[src/rtl/vic_pkg.sv]
package vic_pkg;
  localparam int NSRC    = 32;
  localparam int CW      = $clog2(NSRC);
  localparam int NENT    = NSRC - 1;          // table entries, code 0 reserved
  localparam int NSER    = 4;
  localparam int SPACING = 8;
  localparam int BW      = 3;
  localparam int VW      = BW + CW;
  localparam logic [CW-1:0] HP_NONE = CW'(NSRC - 1);
  // serial codes, entry order 0..3
  localparam logic [NSER*CW-1:0] SER_CODES = {5'd27, 5'd28, 5'd29, 5'd30};
  localparam logic [NSRC-1:0] EVT_SRC = 32'h7800_0000;
  localparam logic [NSRC-1:0] RSV_SRC = 32'h0000_0001;

  // priority-table entry -> source code
  function automatic logic [CW-1:0] tab_code(input logic spread, input int e);
    int k;
    int nser;
    if (!spread) begin
      if (e < NSER) return SER_CODES[e*CW +: CW];
      k = e - NSER;
    end else begin
      if ((e % SPACING) == 0 && (e / SPACING) < NSER)
        return SER_CODES[(e/SPACING)*CW +: CW];
      nser = e / SPACING + 1;
      if (nser > NSER) nser = NSER;
      k = e - nser;
    end
    if (k == 0) return CW'(NSRC - 1);
    return CW'(NSRC - 1 - NSER - k);
  endfunction
endpackage

[src/rtl/vic_pending.sv]
module vic_pending
  import vic_pkg::*;
(
  input  logic            clk,
  input  logic            rst_n,
  input  logic [NSRC-1:0] req,
  input  logic [NSRC-1:0] sw_clr,
  input  logic [NSRC-1:0] ack_clr,
  output logic [NSRC-1:0] pend
);
  logic [NSRC-1:0] req_q;
  logic [NSRC-1:0] rise;
  logic [NSRC-1:0] nxt;

  assign rise = req & ~req_q;

  always_comb begin
    nxt = (pend & ~(sw_clr | ack_clr)) | rise;  // a new edge wins over a clear
    nxt = (nxt & ~EVT_SRC) | (req & EVT_SRC);
    nxt = nxt & ~RSV_SRC;
  end

  always_ff @(posedge clk) begin
    if (!rst_n) begin
      req_q <= '0;
      pend  <= '0;
    end else begin
      req_q <= req;
      pend  <= nxt;
    end
  end
endmodule

[src/rtl/vic_arbiter.sv]
module vic_arbiter
  import vic_pkg::*;
(
  input  logic [NSRC-1:0] act,
  input  logic            spread,
  input  logic [CW-1:0]   hp,
  output logic            any,
  output logic [CW-1:0]   win
);
  always_comb begin
    any = |act;
    win = '0;
    for (int e = NENT - 1; e >= 0; e--) begin
      if (act[tab_code(spread, e)]) win = tab_code(spread, e);
    end
    if (hp != HP_NONE && act[hp]) win = hp;
  end
endmodule

[src/rtl/vic_top.sv]
module vic_top
  import vic_pkg::*;
(
  input  logic            clk,
  input  logic            rst_n,
  input  logic [NSRC-1:0] src_req,
  input  logic [1:0]      reg_addr,
  input  logic            reg_wr,
  input  logic [NSRC-1:0] reg_wdata,
  output logic [NSRC-1:0] reg_rdata,
  output logic            irq,
  input  logic            iack,
  output logic            vec_valid,
  output logic [VW-1:0]   vec_data,
  output logic            vec_err
);
  localparam logic [VW-1:0] VEC_UNINIT = 8'h0F;

  logic [NSRC-1:0] pend_q;
  logic [NSRC-1:0] mask_q;
  logic [CW-1:0]   hp_q;
  logic [BW-1:0]   vb_q;
  logic            vb_set;
  logic            spread_q;
  logic [NSRC-1:0] sw_clr;
  logic [NSRC-1:0] ack_clr;
  logic [NSRC-1:0] act;
  logic            any;
  logic [CW-1:0]   win;

  assign act    = pend_q & mask_q;
  assign irq    = |act;
  assign sw_clr = (reg_wr && reg_addr == 2'd0) ? reg_wdata : '0;

  always_comb begin
    ack_clr = '0;
    if (iack && any) ack_clr[win] = 1'b1;
  end

  vic_pending pend_i (
    .clk(clk), .rst_n(rst_n), .req(src_req),
    .sw_clr(sw_clr), .ack_clr(ack_clr), .pend(pend_q)
  );

  vic_arbiter arb_i (
    .act(act), .spread(spread_q), .hp(hp_q), .any(any), .win(win)
  );

  always_ff @(posedge clk) begin
    if (!rst_n) begin
      mask_q   <= '0;
      hp_q     <= HP_NONE;
      vb_q     <= '0;
      vb_set   <= 1'b0;
      spread_q <= 1'b0;
    end else if (reg_wr) begin
      if (reg_addr == 2'd1) mask_q <= reg_wdata;
      if (reg_addr == 2'd2) begin
        hp_q     <= reg_wdata[CW-1:0];
        vb_q     <= reg_wdata[CW +: BW];
        spread_q <= reg_wdata[CW+BW];
        vb_set   <= 1'b1;
      end
    end
  end

  always_ff @(posedge clk) begin
    if (!rst_n) begin
      vec_valid <= 1'b0;
      vec_err   <= 1'b0;
      vec_data  <= '0;
    end else begin
      vec_valid <= iack;
      vec_err   <= iack && !any;
      if (iack) begin
        if (!any)        vec_data <= {vb_q, {CW{1'b0}}};
        else if (vb_set) vec_data <= {vb_q, win};
        else             vec_data <= VEC_UNINIT;
      end
    end
  end

  always_comb begin
    case (reg_addr)
      2'd0:    reg_rdata = pend_q;
      2'd1:    reg_rdata = mask_q;
      2'd2:    reg_rdata = NSRC'({spread_q, vb_q, hp_q});
      default: reg_rdata = '0;
    endcase
  end
endmodule

[config.mk]
export PLATFORM = sky130hd
export DESIGN_NAME = vic_top
export DESIGN_NICKNAME = d
export VERILOG_FILES = /design/src/rtl/vic_pkg.sv /design/src/rtl/vic_pending.sv /design/src/rtl/vic_arbiter.sv /design/src/rtl/vic_top.sv
export SDC_FILE = /design/constraint.sdc
export NUM_CORES = 1
export LEC_CHECK = 0
export BUFFER_PORTS_ARGS = -buffer_cell sky130_fd_sc_hd__buf_2
export CAP_MARGIN = 20
export CORE_ASPECT_RATIO = 1.5
export CORE_MARGIN = 4
export CORE_UTILIZATION = 40
export DETAILED_ROUTE_END_ITERATION = 16
export PLACE_DENSITY = 0.62
export SLEW_MARGIN = 20
export SYNTH_ARGS = -nofsm -noshare
export SYNTH_HDL_FRONTEND = slang
export SYNTH_SLANG_ARGS = --single-unit
[constraint.sdc]
create_clock -name clk -period 3.1 [get_ports clk]
set_input_delay 0.31 -clock clk [delete_from_list [all_inputs] [get_ports clk]]
set_output_delay 0.31 -clock clk [all_outputs]
set_load 0.02 [all_outputs]
==> flow_summary.yaml <==
run_status:
  status: "completed"
clocking:
  clock_latency_ns: 0.35
  cts_root_buffer: "clkbuf_16"
  cts.htree.levels: 3
  cts_made_buffers: 9
  cts_tree: "yes"
  clock_path_buffers: 2
  clock-sinks: 110
  clk_pin_slew_ns: 0.08
synthesis:
  synth_flop_cell: "dfxtp_1"
  synth.avg_cell_area_um2: 7.91
  ys_seq_elements: 110
  synth_largest_area_cell: "dfxtp_1"
  ys_warn_count: 0
  syn_area_um2: 6090
  ys_async_sr_fraction_pct: 0
  ys_seq_area_share_pct: 36.2
  yosys.cell_types.count: 75
  synth_edf_count: 0
  synth_cells: 769
  synthTopCellsByArea: "dfxtp_1, nand2_1, mux2i_1"
  yosys.area.top_type_share_pct: 36.2
  synth_fp_nets: 839
final_layout:
  multi_input_area_um2: 3510
  nFillCells: 1593
  fin_cells: 1086
  final_area_um2: 7290
  antenna_cells: 0
  drive_above_1_share_pct: 20.5
  syn2layout_area_growth_pct: 19.8
  regArea_um2: 2200
  layout_common_cells: "nand2_1, buf_2, dfxtp_1"
  final_common_cell: "nand2_1"
  fin_nets: 953
route:
  drt_iter0_drc: 422
  topRoutingLayerUsed: "met4"
  drt-met1-wl_mm: 8.41
  dr_total_vias: 6139
  postRouteAntennaNets: 0
  routed_wirelength_mm: 20.3
  wl_met2_mm: 9.98
  wl_met3_um: 975
  routed_via_density: 5.65
  drt_pass1_iterations: 6
  wl_per_cell_um: 18.7
  drc: 0
global_route:
  grt_antenna_before_repair: 0
  track_usage_pct: 23.7
  grt_pass1_vias: 6043
  grt_pass1_wl_mm: 32.3
  grt_max_degree: 57
  grt-ovfl-total: 0
setup_path:
  crit_required_ns: 2.79
  worst-endpoint-arrival_ns: 2.61
  path_class: "flop to output port"
  crit_fanout: 8
  worstSetupEndpointType: "output port"
  worstSetupStartpointType: "flop"
sta:
  hold_viol: 0
  rsz0062_at_grt: "no"
  fmaxAchievable_mhz: 342
  final-setup-viol-count: 0
  finalWorstSetupSlack_ns: 0.178
  slew_violations: 0
  relSlewSlack_pct: 63.2
  min_period_ns: 2.92
  fin_skew_ns: 0.0133
  finalCritPeriodShare_pct: 94.2
  setup-tns-final_ns: 0
  worstMarginPinSlew_ns: 0.552
placed_design:
  place_area_um2: 7000
  post-place-ws_ns: 0.211
  portBuffers: 111
  gp_congestion: 0.955
  dp.final_hpwl_mm: 15.3
  dp_cells: 1071
pwr:
  power_density_nw_per_um2: 562
  power_mw: 4.10
  peakVddDrop_uv: 275
  p_leak_nw: 3.19
floorplanning:
  start_util_pct: 40.6
  num_rows: 55
  die-area_um2: 17300
  die_h_um: 159
  fp.dieW_um: 109
  coreArea_um2: 15000
  ioPinCount: 113
flow_run:
  max-cap-violations: 0
worst_hold_path:
  min-delay-path-class: "primary input to flop"
## cell type report
cell class / count / share of cell area (%)
multi-input cells: 567 / 48.1
flip-flops and latches: 110 / 30.2
repair buffers: 147 / 11.8
well taps: 199 / 3.41
clock buffers: 10 / 3.14
inverters: 48 / 2.47
clock inverters: 5 / 0.806
## stage by stage
step / utilization, % / hold slack [ns]
finish: 48.6 / 0.152
global placement: 46.7 / 0.433
floorplan: - / 0.421
CTS: 48.6 / 0.148
detailed placement: 46.7 / 0.439
global route: 48.6 / 0.161
## cells by family (layout without fill, tap and decap cells)
kind of cell	after synthesis	in the layout	share of synthesized area, %
buf+inv	92	210	6.25
mux	35	35	6.44
flops	110	110	36.2
simple gates	306	306	22.7
compound gates	226	226	28.4
## cell usage after synthesis (10+ instances only)
cell type and number:
clkbuf_1 30, inv_1 48, dfxtp_1 110, and2_1 19, mux2i_1 32, o21ai_0 15, a21boi_0 42, o22ai_1 10
o221ai_1 27, a22oi_1 12, nand2_1 190, nand3_1 21, nor2_1 30, a21oi_1 23
## registers in the layout (all words and copies together), names as in the netlist
name / count
mask_q: 32
pend_i.pend: 31
pend_i.req_q: 27
vec_data: 8
hp_q: 5
vb_q: 3
spread_q: 1
vb_set: 1
vec_err: 1
vec_valid: 1
## critical path: stages, from the launching register on
cell      delay (ns)
dfxtp_1         0.38
a222oi_1        0.53
and3_1          0.24
nand3_1         0.07
or4_1           0.78
buf_2           0.26
## where the power goes
part	switching (mW)	internal, mW	leakage [nW]	total, mW
registers	0.187	1.56	0.909	1.75
clock network	0.538	0.625	0.135	1.16
logic	0.711	0.475	2.14	1.19
## layer usage
metal | track usage [%] | vias to the layer above
met5 | 0 | -
met4 | 11.8 | 0
met3 | 3.16 | 58
met2 | 39.6 | 222
met1 | 29.3 | 2868
li1 | - | 2991
## repair_timing
action / in CTS / in global routing
resized for setup: 0 / 1
setup endpoints to repair: 0 / 3
setup buffers: 0 / 0
hold buffers: 0 / 0
## path summary, 6_finish.rpt
| check | start | endpoint | slack (ns) | depth (start not counted) |
|---|---|---|---|---|
| setup reg to reg | hp_q[2]$_SDFFE_PN1P_ | pend_i.pend[14]$_SDFF_PN0_ | 0.20 | 7 |
| setup / recovery | pend_i.pend[7]$_SDFF_PN0_ | irq | 0.18 | 5 |
| hold / removal | src_req[16] | pend_i.req_q[16]$_SDFF_PN0_ | 0.15 | 3 |
| hold reg to reg | vec_data[2]$_SDFFE_PN0P_ | vec_data[2]$_SDFFE_PN0P_ | 0.45 | 1 |
Note: power is estimated with default switching activity, not from simulation.
